**src/rtl/agu_pkg.sv**
```systemverilog
package agu_pkg;
  typedef enum logic [2:0] {
    AGU_PLAIN   = 3'd0,
    AGU_POSTINC = 3'd1,
    AGU_PREDEC  = 3'd2,
    AGU_DISP    = 3'd3,
    AGU_DIRECT  = 3'd4,
    AGU_PUSH    = 3'd5,
    AGU_POP     = 3'd6,
    AGU_RSVD    = 3'd7
  } agu_op_e;

  localparam int SEL_X = 0;

  function automatic logic [1:0] op_cycles(agu_op_e op);
    return (op == AGU_DIRECT) ? 2'd3 : 2'd2;
  endfunction
endpackage

```
**src/rtl/agu_ptr_file.sv**
```systemverilog
module agu_ptr_file #(
  parameter int DATA_W   = 8,
  parameter int EXT_W    = 8,
  parameter int NPTR     = 3,
  parameter int REG_BASE = 26,
  parameter int IDX_W    = 5,
  parameter int SEL_W    = 2,
  localparam int PTR_W   = 2 * DATA_W,
  localparam int ADDR_W  = PTR_W + EXT_W
) (
  input  logic              clk_i,
  input  logic              rst_ni,
  input  logic              reg_we_i,
  input  logic [IDX_W-1:0]  reg_idx_i,
  input  logic [DATA_W-1:0] reg_wdata_i,
  input  logic              ext_we_i,
  input  logic [SEL_W-1:0]  ext_sel_i,
  input  logic [EXT_W-1:0]  ext_wdata_i,
  input  logic              sp_we_i,
  input  logic [PTR_W-1:0]  sp_wdata_i,
  input  logic [SEL_W-1:0]  sel_i,
  input  logic              upd_ptr_i,
  input  logic              upd_ext_i,
  input  logic [ADDR_W-1:0] upd_val_i,
  input  logic              upd_sp_i,
  input  logic [PTR_W-1:0]  upd_sp_val_i,
  output logic [PTR_W-1:0]  ptr_o,
  output logic [EXT_W-1:0]  ext_o,
  output logic [PTR_W-1:0]  sp_o
);
  logic [NPTR-1:0][PTR_W-1:0] ptr_all;
  logic [NPTR-1:0][EXT_W-1:0] ext_all;
  logic [PTR_W-1:0]           sp_q;

  for (genvar p = 0; p < NPTR; p++) begin : g_ptr
    localparam int LO_IDX = REG_BASE + 2 * p;
    localparam int HI_IDX = LO_IDX + 1;
    logic [DATA_W-1:0] lo_q, hi_q;
    logic [EXT_W-1:0]  ext_q;
    logic              hit;
    assign hit = upd_ptr_i && (sel_i == SEL_W'(p));

    always_ff @(posedge clk_i or negedge rst_ni) begin
      if (!rst_ni) begin
        lo_q  <= '0;
        hi_q  <= '0;
        ext_q <= '0;
      end else if (hit) begin
        // access update wins over same-cycle loads
        lo_q <= upd_val_i[DATA_W-1:0];
        hi_q <= upd_val_i[PTR_W-1:DATA_W];
        if (upd_ext_i) ext_q <= upd_val_i[ADDR_W-1:PTR_W];
      end else begin
        if (reg_we_i && reg_idx_i == IDX_W'(LO_IDX)) lo_q <= reg_wdata_i;
        if (reg_we_i && reg_idx_i == IDX_W'(HI_IDX)) hi_q <= reg_wdata_i;
        if (ext_we_i && ext_sel_i == SEL_W'(p))      ext_q <= ext_wdata_i;
      end
    end

    assign ptr_all[p] = {hi_q, lo_q};
    assign ext_all[p] = ext_q;
  end

  always_ff @(posedge clk_i or negedge rst_ni) begin
    if (!rst_ni)       sp_q <= '0;
    else if (upd_sp_i) sp_q <= upd_sp_val_i;
    else if (sp_we_i)  sp_q <= sp_wdata_i;
  end

  always_comb begin
    ptr_o = '0;
    ext_o = '0;
    for (int p = 0; p < NPTR; p++) begin
      if (sel_i == SEL_W'(p)) begin
        ptr_o = ptr_all[p];
        ext_o = ext_all[p];
      end
    end
  end

  assign sp_o = sp_q;
endmodule

```
**src/rtl/agu_addr_calc.sv**
```systemverilog
module agu_addr_calc
  import agu_pkg::*;
#(
  parameter int DATA_W  = 8,
  parameter int EXT_W   = 8,
  parameter int DISP_W  = 6,
  parameter int NPTR    = 3,
  parameter int SEL_W   = 2,
  localparam int PTR_W  = 2 * DATA_W,
  localparam int ADDR_W = PTR_W + EXT_W
) (
  input  agu_op_e           op_i,
  input  logic [SEL_W-1:0]  sel_i,
  input  logic [PTR_W-1:0]  ptr_i,
  input  logic [EXT_W-1:0]  ext_i,
  input  logic              ext_en_i,
  input  logic [DISP_W-1:0] disp_i,
  input  logic [PTR_W-1:0]  direct_i,
  input  logic [PTR_W-1:0]  sp_i,
  output logic [ADDR_W-1:0] addr_o,
  output logic [ADDR_W-1:0] wb_val_o,
  output logic              upd_ptr_o,
  output logic              upd_sp_o,
  output logic [PTR_W-1:0]  sp_new_o,
  output logic              err_o
);
  logic [ADDR_W-1:0] mask, cur, inc, dec, dsp;
  logic              sel_ok;

  assign mask   = ext_en_i ? '1 : {{EXT_W{1'b0}}, {PTR_W{1'b1}}};
  assign cur    = {ext_i, ptr_i} & mask;
  assign inc    = (cur + ADDR_W'(1)) & mask;
  assign dec    = (cur - ADDR_W'(1)) & mask;
  assign dsp    = (cur + ADDR_W'(disp_i)) & mask;
  assign sel_ok = int'(sel_i) < NPTR;

  always_comb begin
    addr_o    = cur;
    wb_val_o  = '0;
    upd_ptr_o = 1'b0;
    upd_sp_o  = 1'b0;
    sp_new_o  = sp_i;
    err_o     = !sel_ok;
    unique case (op_i)
      AGU_PLAIN: ;
      AGU_POSTINC: begin
        wb_val_o  = inc;
        upd_ptr_o = sel_ok;
      end
      AGU_PREDEC: begin
        addr_o    = dec;
        wb_val_o  = dec;
        upd_ptr_o = sel_ok;
      end
      AGU_DISP: begin
        addr_o = dsp;
        err_o  = !sel_ok || (int'(sel_i) == SEL_X);
      end
      AGU_DIRECT: begin
        addr_o = {{EXT_W{1'b0}}, direct_i};
        err_o  = 1'b0;
      end
      AGU_PUSH: begin
        addr_o   = {{EXT_W{1'b0}}, sp_i};
        sp_new_o = sp_i - PTR_W'(1);
        wb_val_o = {{EXT_W{1'b0}}, sp_new_o};
        upd_sp_o = 1'b1;
        err_o    = 1'b0;
      end
      AGU_POP: begin
        sp_new_o = sp_i + PTR_W'(1);
        addr_o   = {{EXT_W{1'b0}}, sp_new_o};
        wb_val_o = addr_o;
        upd_sp_o = 1'b1;
        err_o    = 1'b0;
      end
      default: err_o = 1'b1;
    endcase
  end
endmodule

```
**src/rtl/agu_seq.sv**
```systemverilog
module agu_seq
  import agu_pkg::*;
#(
  parameter int ADDR_W = 24
) (
  input  logic              clk_i,
  input  logic              rst_ni,
  input  logic              req_i,
  input  agu_op_e           op_i,
  input  logic [ADDR_W-1:0] addr_i,
  input  logic [ADDR_W-1:0] wb_val_i,
  input  logic              wb_i,
  input  logic              err_i,
  output logic              accept_o,
  output logic              busy_o,
  output logic              done_o,
  output logic              addr_valid_o,
  output logic [ADDR_W-1:0] addr_o,
  output logic              wb_o,
  output logic [ADDR_W-1:0] wb_val_o,
  output logic              err_o
);
  logic [1:0]        cnt_q;
  logic [ADDR_W-1:0] addr_q, wb_val_q;
  logic              wb_q, err_q;

  assign accept_o = req_i && (cnt_q == 2'd0);

  always_ff @(posedge clk_i or negedge rst_ni) begin
    if (!rst_ni) begin
      cnt_q    <= '0;
      addr_q   <= '0;
      wb_val_q <= '0;
      wb_q     <= 1'b0;
      err_q    <= 1'b0;
    end else if (accept_o) begin
      cnt_q    <= op_cycles(op_i) - 2'd1;
      addr_q   <= addr_i;
      wb_val_q <= wb_val_i;
      wb_q     <= wb_i && !err_i;
      err_q    <= err_i;
    end else if (cnt_q != 2'd0) begin
      cnt_q <= cnt_q - 2'd1;
    end
  end

  assign busy_o       = cnt_q != 2'd0;
  assign done_o       = cnt_q == 2'd1;
  assign addr_valid_o = done_o && !err_q;
  assign wb_o         = done_o && wb_q;
  assign err_o        = done_o && err_q;
  assign addr_o       = addr_q;
  assign wb_val_o     = wb_val_q;
endmodule

```
**src/rtl/indirect_agu.sv**
```systemverilog
module indirect_agu
  import agu_pkg::*;
#(
  parameter int DATA_W   = 8,
  parameter int EXT_W    = 8,
  parameter int DISP_W   = 6,
  parameter int NPTR     = 3,
  parameter int REG_BASE = 26,
  parameter int IDX_W    = 5,
  parameter int SEL_W    = 2,
  localparam int PTR_W   = 2 * DATA_W,
  localparam int ADDR_W  = PTR_W + EXT_W
) (
  input  logic              clk_i,
  input  logic              rst_ni,
  input  logic              reg_we_i,
  input  logic [IDX_W-1:0]  reg_idx_i,
  input  logic [DATA_W-1:0] reg_wdata_i,
  input  logic              ext_we_i,
  input  logic [SEL_W-1:0]  ext_sel_i,
  input  logic [EXT_W-1:0]  ext_wdata_i,
  input  logic              sp_we_i,
  input  logic [PTR_W-1:0]  sp_wdata_i,
  input  logic              ext_en_i,
  input  logic              req_i,
  input  logic [2:0]        op_i,
  input  logic [SEL_W-1:0]  sel_i,
  input  logic [DISP_W-1:0] disp_i,
  input  logic [PTR_W-1:0]  direct_i,
  output logic              busy_o,
  output logic              done_o,
  output logic              addr_valid_o,
  output logic [ADDR_W-1:0] addr_o,
  output logic              wb_o,
  output logic [ADDR_W-1:0] wb_val_o,
  output logic              err_o
);
  agu_op_e           op;
  logic [PTR_W-1:0]  ptr_cur, sp_cur, sp_new;
  logic [EXT_W-1:0]  ext_cur;
  logic [ADDR_W-1:0] calc_addr, calc_wb;
  logic              calc_upd_ptr, calc_upd_sp, calc_err, accept;

  assign op = agu_op_e'(op_i);

  agu_ptr_file #(
    .DATA_W(DATA_W), .EXT_W(EXT_W), .NPTR(NPTR),
    .REG_BASE(REG_BASE), .IDX_W(IDX_W), .SEL_W(SEL_W)
  ) u_file (
    .clk_i       (clk_i),
    .rst_ni      (rst_ni),
    .reg_we_i    (reg_we_i),
    .reg_idx_i   (reg_idx_i),
    .reg_wdata_i (reg_wdata_i),
    .ext_we_i    (ext_we_i),
    .ext_sel_i   (ext_sel_i),
    .ext_wdata_i (ext_wdata_i),
    .sp_we_i     (sp_we_i),
    .sp_wdata_i  (sp_wdata_i),
    .sel_i       (sel_i),
    .upd_ptr_i   (accept && calc_upd_ptr),
    .upd_ext_i   (ext_en_i),
    .upd_val_i   (calc_wb),
    .upd_sp_i    (accept && calc_upd_sp),
    .upd_sp_val_i(sp_new),
    .ptr_o       (ptr_cur),
    .ext_o       (ext_cur),
    .sp_o        (sp_cur)
  );

  agu_addr_calc #(
    .DATA_W(DATA_W), .EXT_W(EXT_W), .DISP_W(DISP_W),
    .NPTR(NPTR), .SEL_W(SEL_W)
  ) u_calc (
    .op_i     (op),
    .sel_i    (sel_i),
    .ptr_i    (ptr_cur),
    .ext_i    (ext_cur),
    .ext_en_i (ext_en_i),
    .disp_i   (disp_i),
    .direct_i (direct_i),
    .sp_i     (sp_cur),
    .addr_o   (calc_addr),
    .wb_val_o (calc_wb),
    .upd_ptr_o(calc_upd_ptr),
    .upd_sp_o (calc_upd_sp),
    .sp_new_o (sp_new),
    .err_o    (calc_err)
  );

  agu_seq #(.ADDR_W(ADDR_W)) u_seq (
    .clk_i       (clk_i),
    .rst_ni      (rst_ni),
    .req_i       (req_i),
    .op_i        (op),
    .addr_i      (calc_addr),
    .wb_val_i    (calc_wb),
    .wb_i        (calc_upd_ptr || calc_upd_sp),
    .err_i       (calc_err),
    .accept_o    (accept),
    .busy_o      (busy_o),
    .done_o      (done_o),
    .addr_valid_o(addr_valid_o),
    .addr_o      (addr_o),
    .wb_o        (wb_o),
    .wb_val_o    (wb_val_o),
    .err_o       (err_o)
  );
endmodule

```
**config.mk**
```make
export PLATFORM = sky130hd
export DESIGN_NAME = indirect_agu
export DESIGN_NICKNAME = d
export VERILOG_FILES = /design/src/rtl/agu_pkg.sv /design/src/rtl/agu_ptr_file.sv /design/src/rtl/agu_addr_calc.sv /design/src/rtl/agu_seq.sv /design/src/rtl/indirect_agu.sv
export SDC_FILE = /design/constraint.sdc
export NUM_CORES = 1
export LEC_CHECK = 0
export BUFFER_PORTS_ARGS = -buffer_cell sky130_fd_sc_hd__buf_2
export CORE_MARGIN = 3
export CORE_UTILIZATION = 30
export DETAILED_ROUTE_END_ITERATION = 7
export GPL_ROUTABILITY_DRIVEN = 0
export GPL_TIMING_DRIVEN = 0
export SLEW_MARGIN = 25
export SYNTH_ARGS = -nofsm -noshare
export SYNTH_HDL_FRONTEND = slang
export SYNTH_SLANG_ARGS = --single-unit
export TNS_END_PERCENT = 1
```
**constraint.sdc**
```tcl
create_clock -name clk_i -period 5.9 [get_ports clk_i]
set_input_delay 0.295 -clock clk_i [delete_from_list [all_inputs] [get_ports clk_i]]
set_output_delay 0.295 -clock clk_i [all_outputs]
set_load 0.05 [all_outputs]
```
## Word level (Yosys, flattened, before mapping)

Cells that the tools add are included.

| word-level totals | value |
|---|---|
| register bits | 140 |
| input port bits | 73 |
| output and inout bits | 53 |
| logic and storage cells | 134 |

| operators by class | value |
|---|---|
| add/subtract/negate cells | 7 |
| magnitude comparators | 1 |
| equality and inequality tests | 21 |
| muxes and demuxes | 37 |
| bitwise operators | 4 |
| reductions and logical operators | 49 |

Operators by type and width:

| operator | number |
|---|---|
| $mux 8 | 22 |
| $pmux 24 s5 | 1 |
| $and 24x24->24 | 4 |
| $pmux 24 s4 | 1 |
| $mux 16 | 5 |
| $pmux 16 s2 | 1 |
| $eq 5x5->1 const B | 6 |
| $add 24x1->24 const B | 1 |
| $add 24x6->24 | 1 |
| $mux 24 | 1 |
| $reduce_bool 2->1 | 12 |
| $sub 24x1->24 const B | 1 |
| $logic_and 1x1->1 | 19 |
| $add 16x1->16 const B | 1 |
| $sub 16x1->16 const B | 1 |
| $eq 3x3->1 const B | 3 |
| $logic_not 2->1 | 4 |
| $reduce_and 2->1 | 4 |
| $eq 2x1->1 const B | 3 |
| $eq 3x2->1 const B | 2 |
| $ne 2x2->1 const B | 3 |
| $reduce_or 3->1 | 2 |
| $eq 2x2->1 const B | 2 |
| $mux 2 | 2 |
| other kinds (10) | 17 |

## Logic depth before layout (Yosys ltp)

Gate-level depths: netlist of run 1.

| depth | value |
|---|---|
| depth in word-level cells | 10 |
| depth in mapped cells | 16 |

## Hierarchy

Synthesis of run 1 repeated with hierarchy kept, for this count alone.

| second synthesis, totals | value |
|---|---|
| cells, all modules | 1285 |
| area, all modules | 10951.8 um^2 |

By module, submodules not included:

| module | instances | cells an instance | area each (um^2) | seq. area each (um^2) |
|---|---|---|---|---|
| agu_ptr_file | 1 | 525 | 4762.1 | 2202.1 |
| agu_addr_calc | 1 | 630 | 3870.0 | 0.0 |
| agu_seq | 1 | 127 | 2299.7 | 1301.2 |
| indirect_agu | 1 | 3 | 20.0 | 0.0 |

## Worst setup path after synthesis of run 1

OpenSTA, ideal clock, no wires.

| timing path | value |
|---|---|
| kind | in2reg |
| start point | input sel_i[1] |
| end point | register u_seq.addr_q[9] (netlist: u_seq.addr_o[9]) |
| setup time | 150 ps |
| data arrival time | 3020 ps |
| required time | 5750 ps |
| slack | 2730 ps |
| stages | 14 |
| path through | inv_1 > ha_1 > buf_4 > nand3b_1 > a21oi_2 > ha_1 > and2_1 > a221oi_1 > nor2_1 > and2_1 > nor2b_1 > xnor2_1 > a2111oi_0 > a311oi_1 |

| on the way | value |
|---|---|
| word-level cells in the longest chain between the ends | 8 |
| elaborated cells on any way between the ends | 12 |
| those cells by class | add/sub (2); eq/ne (2); mux (4); bitwise (3); reduce/logical (1) |

RTL lines:

| item | RTL line | source |
|---|---|---|
| from (decl) | indirect_agu.sv:27 | `input logic [SEL_W-1:0] sel_i,` |
| $logic_not 2->1 | agu_ptr_file.sv:74 | `if (sel_i == SEL_W'(p)) begin` |
| $mux 16 (2 in series) | agu_ptr_file.sv:74 |  |
| $mux 16 (*) | agu_ptr_file.sv:74 |  |
| $and 24x24->24 (*) | agu_addr_calc.sv:31 | `assign cur = {ext_i, ptr_i} & mask;` |
| $add 24x6->24 / $sub 24x1->24 (equally long branches) | agu_addr_calc.sv:34, agu_addr_calc.sv:33 |  |
| $and 24x24->24 (on tied branches) | agu_addr_calc.sv:34, agu_addr_calc.sv:33 |  |
| $pmux 24 s5 (*) | agu_addr_calc.sv:44 | `unique case (op_i)` |
| to (signal assigned) | agu_seq.sv:38 | `addr_q <= addr_i;` |
| to (decl) | agu_seq.sv:24 | `logic [ADDR_W-1:0] addr_q, wb_val_q;` |

Mark *: on every way between the ends. The rest lies on a longest branch, timed or not.
A chain may end at the register's enable or synchronous reset.

## Worst setup path after layout of run 1

| timing path | value |
|---|---|
| start point | input sel_i[0] |
| end point | register u_seq.addr_q[9] (netlist: u_seq.addr_o[9]) |

Same word-level chain as after synthesis.

==> results of run 1 <==
==> synth_stat cells (all sizes together), types with 9 or more instances <==
master,n
a211oi,12
a21o,9
a21oi,127
a221oi,18
a22oi,20
a31oi,19
and2,10
and3,10
buf,32
clkbuf,55
dfrtp,140
ha,17
inv,25
mux2,26
mux2i,27
nand2,154
nand2b,9
nand3,37
nand3b,23
nand4,11
nor2,88
nor2b,29
nor3,28
nor4,11
o21ai,92
o22ai,40
xnor2,66
xor2,19
==> critical path, delay by kind of cell <==
family                   cells  cell delay (ns)
AO/OA/AOI/OAI                5             1.70
adder cells (fa/ha/maj)      2             0.72
AND/OR/NAND/NOR              4             0.67
buffers and inverters        3             0.44
XOR/XNOR                     1             0.13
==> worst min path at each step <==
stage / from / to / slack, ns / depth (start not counted)
global placement: u_seq.wb_val_o[1] / u_seq.wb_val_o[1] / 0.46 / 2
CTS: sp_wdata_i[4] / u_file.sp_o[4] / 0.08 / 3
finish: sp_wdata_i[4] / u_file.sp_o[4] / 0.09 / 3
floorplan: rst_ni / u_file.g_ptr[0].ext_q[0] / -0.0006 / 0
detailed placement: rst_ni / u_seq.cnt_q[1] / 0.31 / 1
global route: sp_wdata_i[3] / u_file.sp_o[3] / 0.11 / 3
==> power breakdown <==
part	leakage [nW]	internal, W	switching, W
clock	0.261	0.000584	0.000472
combinational	2.83	0.000649	0.00149
sequential	1.73	0.00129	0.000197
total	4.82	0.00252	0.00216
==> kinds of logic after synthesis <==
kind of cell	Yosys count	share of synthesized area [%]
compound gates	384	24.2
simple gates	438	22.0
mux	53	5.49
fa+ha+maj	17	2.07
buf+inv	112	4.84
flops	140	34.2
xor+xnor	85	7.26
==> cell type report <==
cell class,instances,share of cell area (%)
repair buffers,126,5.57
inverters,25,0.800
multi-input cells,977,52.0
well taps,448,4.65
plain buffers,87,3.32
clock buffers,20,3.62
clock inverters,12,0.955
flip-flops and latches,140,29.1
==> metrics by stage <==
| step | util [%] | area, um2 | instances |
|---|---|---|---|
| 6_report | 35.8 | 12100 | 1835 |
| 5_1_grt | 35.8 | 12100 | 1835 |
| 4_1_cts | 35.8 | 12000 | 1835 |
| 3_5_place_dp | 34.2 | 11500 | 1802 |
| 3_3_place_gp | 34.0 | 11400 | 1800 |
| 2_1_floorplan | - | 10300 | 1229 |
==> flip-flops by register name (all words and copies together), names as in the netlist <==
signal,count
u_file.g_ptr.ext_q,24
u_file.g_ptr.hi_q,24
u_file.g_ptr.lo_q,24
u_seq.addr_o,24
u_seq.wb_val_o,24
u_file.sp_o,16
u_seq.cnt_q,2
u_seq.err_q,1
u_seq.wb_q,1
==> routing by layer <==
layer,share of wire [%],up-vias
li1,-,4740
met1,43,5020
met2,43,570
met3,9.7,91
met4,3.4,0
met5,0,-
==> run_results.csv, run 1 <==
group,metric,value,unit
power,power,0.00468,W
sta,fin_crit,3.68,ns
worst_setup_path,r2r_cells,11,
worst_setup_path,critPathLaunch,"sel_i[0]",
worst_setup_path,cp.required,6.18,ns
route,drt-pass1-iter-count,6,
logic_synthesis,syn_nets,1319,
finish,multi_input_area,0.00627,mm2
run,cap_violations,0,
finish,layout_commonest_cell,"nand2_1",
global_routing,grt_pass1_wl,61200,um
finish,insertedDiodeCount,0,
global_routing,grt-ovfl-total,0,
sta,rsz0062_at_grt,"false",
sta,slew_headroom,26.3,%
cts,cts_resized,0,
die,rows,67,
global_routing,grt_usage,21.8,%
placement,dp_hpwl,29600,um
die,dieHeight,191,um
worst_setup_path,timing.rr.start,"u_seq.cnt_q[0]",
worst_setup_path,reg2reg_slack,2.25,ns
sta,fin_ws,2.22,ns
logic_synthesis,syn_inst,1229,
finish,fillers,3565,
worst_setup_path,slowest_stage,"a221oi_1",
route,via_per_inst,5.68,
worst_hold_path,min-delay-path-class,"in2reg",
cts,clock-sinks,140,
status,status,"finished, final reports clean",
global_routing,grt.busiest_layer,"met2",
global_routing,grt.met3_usage,4.45,%
logic_synthesis,yosys_warnings,0,
global_routing,grtUsageMet2,33.3,%
sta,skew,0.0119,ns
route,antenna_left,0,
worst_setup_path,worstPathArrival,3.96,ns
sta,hold_ws,0.0888,ns
logic_synthesis,synth_area_per_cell,8.34,um2
logic_synthesis,yosysTopAreaCell,"dfrtp_1",
route,drt-initial-drc-count,1232,
route,totalWireLength,40000,um
worst_setup_path,cp-end-kind,"flop",
logic_synthesis,synth-main-ff-cell,"dfrtp_1",
cts,postCtsHoldBufs,1,
global_routing,grt_util_met1,30.8,%
worst_setup_path,critPathKind,"in2reg",
route,drc_errors,0,
cts,cts_buffer_depth,2,
die,start_util,30.5,%
logic_synthesis,synthTopCellsByArea,"dfrtp_1 34%, nand2_1 5.6%, xnor2_1 5.6%",
cts,cts_made_buffers,17,
power,p_leak,4.82,nW
sta,setup_viol,0,
sta,worst_pin_slew,1.11,ns
die,ios,126,
power,power_density,389,mW/mm2
finish,mostFrequentLayoutCells,"154 x nand2_1, 140 x dfrtp_1, 139 x buf_2, 114 x a21oi_1, 88 x nor2_1",
logic_synthesis,netlist_area,0.0103,mm2
cts,clock_insertion_delay_worst_skew,0.44,ns
logic_synthesis,ys_seq_area_share,34.2,%
logic_synthesis,synth_top_area_share,34.2,%
worst_setup_path,cpPeakStageDelay,0.61,ns
worst_setup_path,crit_chain,"buf_2 > inv_1 > ha_1 > buf_4 > a21oi_1 > a21oi_2 > ha_1 > and2_1 > a221oi_1 > nor2_1 > and2_1 > nor2b_1 > xnor2_1 > a2111oi_0 > a311oi_1",
logic_synthesis,ys_types,85,
sta,max_freq,0.272,GHz
logic_synthesis,ys_seq_elements,140,
logic_synthesis,synth_edf_count,0,
sta,hold_violations,0,
worst_setup_path,crit_path_end,"u_seq.addr_o[9]",
cts,clkTransAtPathRegs,0.07,ns
placement,place_ws,1.90,ns
die,core_region_area,0.0336,mm2
finish,finalNetCount,1464,
worst_setup_path,critPathMaxFanout,10,
logic_synthesis,async_flop_share,100,%
finish,area_delta_synth_final,17.5,%
finish,seqCellArea,0.00350,mm2
finish,layout-drive-gt1-share,19.0,%
sta,fin_tns_setup,0,ns
global_routing,grt_start_max_net_pins,74,
die,die_area,0.0364,mm2
placement,numPortBuffers,123,
power,vdd_drop_max,224,uV
cts,cts_root_buf,"clkbuf_16",
worst_setup_path,r2r_end,"u_file.g_ptr[0].ext_q[5]",
cts,post_cts_buffers,0,
route,vias,10421,
sta,post-route-period-util,62.3,%
route,wl_per_cell,21.8,um
sta,drv_slew,0,
die,die_w,191,um
cts,cts_tree,"yes",
cts,h-tree-depth,4,
worst_setup_path,startpoint_type,"input pin",
global_routing,antenna_found_initial,0,
global_routing,grt_pass1_vias,10075,
No activity file was read; power rests on OpenSTA's default activity.
==> run 2: changes to the inputs <==
clock period = 3.27 ns   (was 5.9 ns; I/O delays follow)
==> run 2 against run 1 <==
Global-route usage barely moved. Critical path depth fell by 2. Die area did not move. Clock skew fell by 0.0027 ns. Sequential cell count did not move. Combinational power rose by 84%. Critical endpoint unchanged.
==> run_results.csv, run 2 (synthesis gave the netlist of run 1 again) <==
group,metric,value,unit
power,p_leak,4.93,nW
global_routing,grt_usage,21.9,%
route,antenna_left,0,
finish,mostFrequentLayoutCells,"153 x nand2_1, 140 x dfrtp_1, 137 x buf_2, 113 x a21oi_1, 87 x nor2_1",
power,p_int,0.00459,W
cts,clock_insertion_delay_worst_skew,0.44,ns
sta,rsz0062_at_grt,"true",
power,power_density,690,mW/mm2
cts,cts_root_buf,"clkbuf_16",
worst_setup_path,cpPeakStageDelay,0.49,ns
power,vdd_drop_max,405,uV
sta,max_freq,0.311,GHz
die,die_area,0.0364,mm2
worst_setup_path,reg2reg_slack,0.06,ns
placement,dp_hpwl,29600,um
finish,insertedDiodeCount,0,
worst_hold_path,hold_path.startpoint,"ext_wdata_i[7]",
worst_setup_path,path_delay_family,"compound AO/OA/AOI/OAI gates",
power,switching_share,46.2,%
sta,hold_violations,0,
cts,cts_buffer_depth,2,
worst_setup_path,critPathMaxFanout,7,
worst_setup_path,critPathKind,"reg2reg",
worst_setup_path,cp_common_cell,"a21o_1",
cts,cts_made_buffers,17,
finish,finalNetCount,1474,
status,status,"finished, final reports clean",
worst_setup_path,critPathLaunch,"u_file.g_ptr[1].lo_q[4]",
sta,skew,0.00924,ns
worst_setup_path,worstPathArrival,3.49,ns
worst_setup_path,timing.rr.start,"u_file.g_ptr[1].lo_q[4]",
power,switching_power,0.00394,W
worst_hold_path,min-delay-path-class,"in2reg",
route,vias,10473,
sta,fin_crit,3.21,ns
route,via_per_inst,5.68,
placement,post_dp_cell_area,0.0115,mm2
finish,layout_commonest_cell,"nand2_1",
die,ios,126,
worst_hold_path,holdPathStages,3,
route,drt-pass1-iter-count,5,
placement,placed_cells,1802,
die,start_util,30.5,%
global_routing,grt_util_met1,30.6,%
cts,h-tree-depth,4,
power,seq_power_share,31.4,%
power,p_comb_share,46.3,%
worst_setup_path,cp-end-kind,"flop",
finish,fin_area,0.0124,mm2
worst_setup_path,crit_chain,"a21oi_1 > a21o_1 > buf_6 > inv_4 > ha_1 > a21o_1 > a221oi_4 > nor2_1 > and2_2 > nor2b_1 > xnor2_1 > a2111oi_0 > a311oi_1",
die,rows,67,
finish,final_cells,1845,
cts,clkTransAtPathRegs,0.07,ns
global_routing,grt.busiest_layer,"met2",
global_routing,grt-ovfl-total,0,
worst_setup_path,cp.required,3.55,ns
worst_setup_path,slowest_stage,"a2111oi_0",
sta,worst_pin_slew,1.02,ns
die,dieHeight,191,um
sta,setup_viol,0,
global_routing,grt_pass1_wl,61400,um
worst_setup_path,r2r_cells,13,
die,core_region_area,0.0336,mm2
placement,numPortBuffers,123,
sta,post-route-period-util,98.2,%
finish,area_delta_synth_final,20.5,%
sta,drv_slew,0,
worst_setup_path,crit_buf_inv,2,
route,drc_errors,0,
sta,slew_headroom,32.1,%
global_routing,grt_start_max_net_pins,74,
die,die_w,191,um
worst_setup_path,startpoint_type,"flop",
route,drt-initial-drc-count,1132,
global_routing,grt.met3_usage,4.67,%
global_routing,antenna_found_initial,0,
power,pwr-share-clk,22.3,%
cts,clock-sinks,140,
global_routing,grt_pass1_vias,10122,
cts,cts_tree,"yes",
global_routing,grtUsageMet2,33.4,%
run,cap_violations,0,
worst_setup_path,r2r_end,"u_seq.addr_o[9]",
route,totalWireLength,40300,um
finish,layout-drive-gt1-share,20.5,%
route,wl_per_cell,21.9,um
worst_hold_path,hold_end,"u_file.g_ptr[2].ext_q[7]",
## run 2: final cells by class
cell class	instances	area [um2]
Clock buffer	20	437
Multi-Input combinational cell	977	6460
Timing Repair Buffer	137	778
Buffer	86	402
Fill cell	3526	21300
Clock inverter	12	115
Tap cell	448	561
Inverter	25	96.3
Sequential cell	140	3500
## run 2: timing repair
action                                  CTS  global route
hold buffers                             11             0
endpoints found under the setup margin   41            65
buffers inserted                          0             1
endpoints found under the hold margin    77             0
resized for setup                        10            24
pin swaps                                 1             4
## run 2: how the worst max path moves through the flow
| stage | cells past startpoint | slack [ns] | to |
|---|---|---|---|
| 6_report | 13 | 0.06 | u_seq.addr_o[9] |
| 5_1_grt | 13 | -0.09 | u_seq.addr_o[9] |
| 4_1_cts | 15 | 0.04 | u_seq.addr_o[9] |
| 3_5_place_dp | 14 | -0.60 | u_file.g_ptr[2].hi_q[6] |
| 3_3_place_gp | 14 | -0.61 | u_file.g_ptr[1].hi_q[6] |
| 2_1_floorplan | 14 | 0.23 | u_seq.addr_o[9] |
## run 2: power by group through the flow
stage               clock network (W)  registers (W)  logic, W
global route                  0.00200        0.00275   0.00423
floorplan                           0        0.00343   0.00194
global placement                    0        0.00268   0.00376
finish                        0.00190        0.00268   0.00394
detailed placement                  0        0.00270   0.00381
CTS                           0.00193        0.00267   0.00386
## run 2: per-stage QoR
step | utilization, % | setup slack (ns) | hold WS, ns | total power (W) | setup TNS, ns
after floorplan | - | 0.232 | -0.132 | 0.00538 | 0
after global placement | 34.0 | -0.608 | 0.397 | 0.00644 | -53.61
after detailed placement | 34.2 | -0.603 | 0.176 | 0.00651 | -26.64
after CTS | 36.3 | 0.0352 | 0.00495 | 0.00846 | 0
after global routing | 36.7 | -0.0864 | 0.0271 | 0.00898 | -0.168
final | 36.7 | 0.0593 | 0.0149 | 0.00852 | 0
## run 2: tightest hold or removal path: cells and delay by family
| family | cells | cell delay [ns] |
|---|---|---|
| AO/OA/AOI/OAI | 2 | 0.14 |
| buffers and inverters | 1 | 0.10 |
## run 2: per-layer routing
layer	routed length, um	up-vias	part of all wire, %
li1	-	4766	-
met1	17400	5043	43
met2	17700	583	44
met3	3940	81	9.8
met4	1290	0	3.2
met5	0	-	0
==> run 3: changes to the inputs <==
BUFFER_PORTS_ARGS = not set   (was -buffer_cell sky130_fd_sc_hd__buf_2)
DONT_BUFFER_PORTS = 1   (was not set)
==> run 3 against run 2 <==
The flow now finishes with violations (hold timing). Non-clock buffer count decreased by 102. Critical path depth decreased by 3. First-iteration DRC count increased by 12%. Clock-buffer cell count increased by 1. Sequential share of layout area increased by 1.2 points. Clock power increased by 4%. Highest routed layer is now met5. Setup slack improved by 0.10 ns. Combinational power decreased by 32%. Die area unchanged.
==> run_results.csv, run 3 (synthesis gave the netlist of run 1 again) <==
group,metric,value,unit
run,cap_violations,0,
finish,final_util,35.3,%
worst_hold_path,min-delay-path-class,"in2async",
power,p_leak,4.49,nW
die,start_util,30.5,%
sta,post-route-period-util,95.1,%
cts,clock_insertion_delay_worst_skew,0.44,ns
power,power_density,695,mW/mm2
cts,h-tree-depth,4,
route,drc_errors,0,
die,ios,126,
global_routing,grt-ovfl-total,0,
worst_setup_path,crit_buf_inv,2,
sta,skew,0.0125,ns
power,vdd_drop_max,429,uV
placement,dp_hpwl,29200,um
sta,hold_ws,-0.581,ns
worst_setup_path,startpoint_type,"flop",
worst_setup_path,cp-end-kind,"flop",
worst_setup_path,cp.required,3.57,ns
worst_setup_path,cpPeakStageDelay,0.59,ns
sta,hold_violations,140,
route,wl_per_cell,22.7,um
cts,clkTransAtPathRegs,0.07,ns
sta,drv_slew,0,
worst_setup_path,timing.rr.start,"u_file.g_ptr[1].lo_q[4]",
status,status,"finished with violations",
finish,fin_area,0.0119,mm2
placement,numPortBuffers,0,
route,antenna_left,0,
die,dieHeight,191,um
finish,finalNetCount,1372,
route,totalWireLength,39500,um
die,core_region_area,0.0336,mm2
route,via_per_inst,5.73,
cts,cts_root_buf,"clkbuf_16",
worst_setup_path,critPathMaxFanout,9,
status,violations,"hold timing",
die,die_w,191,um
sta,rsz0062_at_grt,"true",
sta,slew_headroom,18.9,%
global_routing,antenna_found_initial,2,
placement,post_dp_cell_area,0.0108,mm2
die,rows,67,
finish,mostFrequentLayoutCells,"153 x nand2_1, 140 x dfrtp_1, 114 x a21oi_1, 88 x nor2_1, 66 x xnor2_1",
sta,fin_crit,3.11,ns
finish,area_delta_synth_final,15.7,%
sta,max_freq,0.322,GHz
global_routing,grt_start_max_net_pins,141,
cts,cts_tree,"yes",
global_routing,grt_pass1_vias,9667,
die,die_area,0.0364,mm2
worst_setup_path,worstPathArrival,3.41,ns
finish,layout-drive-gt1-share,11.9,%
finish,layout_commonest_cell,"nand2_1",
sta,setup_viol,0,
worst_setup_path,path_delay_family,"simple AND/OR/NAND/NOR gates",
route,drt-initial-drc-count,1265,
sta,worst_pin_slew,1.21,ns
cts,cts_buffer_depth,2,
global_routing,grt_usage,21.4,%
route,vias,9996,
cts,postCtsHoldBufs,33,
cts,clock-sinks,140,
worst_setup_path,slowest_stage,"a221oi_2",
global_routing,grt_pass1_wl,59600,um
worst_setup_path,critPathKind,"reg2reg",
cts,cts_made_buffers,17,
worst_setup_path,crit_chain,"a21oi_1 > a21o_1 > buf_6 > inv_4 > nor4_4 > nand4_1 > nor3_1 > xor2_1 > a221oi_2 > o21ai_0",
route,drt-pass1-iter-count,6,
worst_setup_path,critPathLaunch,"u_file.g_ptr[1].lo_q[4]",
[run 3: worst paths after layout]
kind	to	slack, ns	depth (start not counted)
max	u_file.g_ptr[0].hi_q[5]	0.16	10
min in group clk_i	u_file.sp_o[7]	0.04	3
min reg2reg	u_seq.wb_q	0.52	1
max in group asynchronous	u_file.g_ptr[0].hi_q[0]	3.55	0
min	u_seq.cnt_q[1]	-0.58	0
max reg2reg	u_file.g_ptr[0].hi_q[5]	0.16	10
[run 3: metrics by stage]
stage | setup TNS [ns] | cells | power [W] | worst slack (ns)
after detailed placement | -18.73 | 1678 | 0.00616 | -0.510
after global placement | -16.51 | 1677 | 0.00611 | -0.464
after CTS | 0 | 1742 | 0.00819 | 0.00671
after floorplan | 0 | 1229 | 0.00538 | 0.232
after global routing | -0.0455 | 1743 | 0.00865 | -0.0377
final | 0 | 1743 | 0.00825 | 0.160
[run 3: routing by layer]
layer	GRT usage [%]	up-vias	wire [um]
met5	0	-	7
met2	32.4	522	17300
li1	-	4561	-
met3	6.36	77	4090
met1	29.2	4834	17000
met4	7.03	2	1180
[run 3: report_power, final]
part | internal (W) | total, W | switching [W]
Clock | 0.00114 | 0.00197 | 0.000827
Combinational | 0.00101 | 0.00269 | 0.00168
Sequential | 0.00231 | 0.00359 | 0.00129
Total | 0.00446 | 0.00825 | 0.00379
[run 3: area by class of cell]
class | instances | area, um2
Antenna cell | 1 | 2.50
Buffer | 86 | 397
Clock buffer | 21 | 450
Clock inverter | 10 | 118
Fill cell | 3492 | 21700
Inverter | 25 | 96.3
Multi-Input combinational cell | 977 | 6390
Sequential cell | 140 | 3500
Tap cell | 448 | 561
Timing Repair Buffer | 35 | 345
[run 3: timing repair]
action	CTS	global route
gates resized for setup	6	17
pin swaps	1	2
setup endpoints to repair	33	51
buffers inserted	1	0
endpoints found under the hold margin	230	140
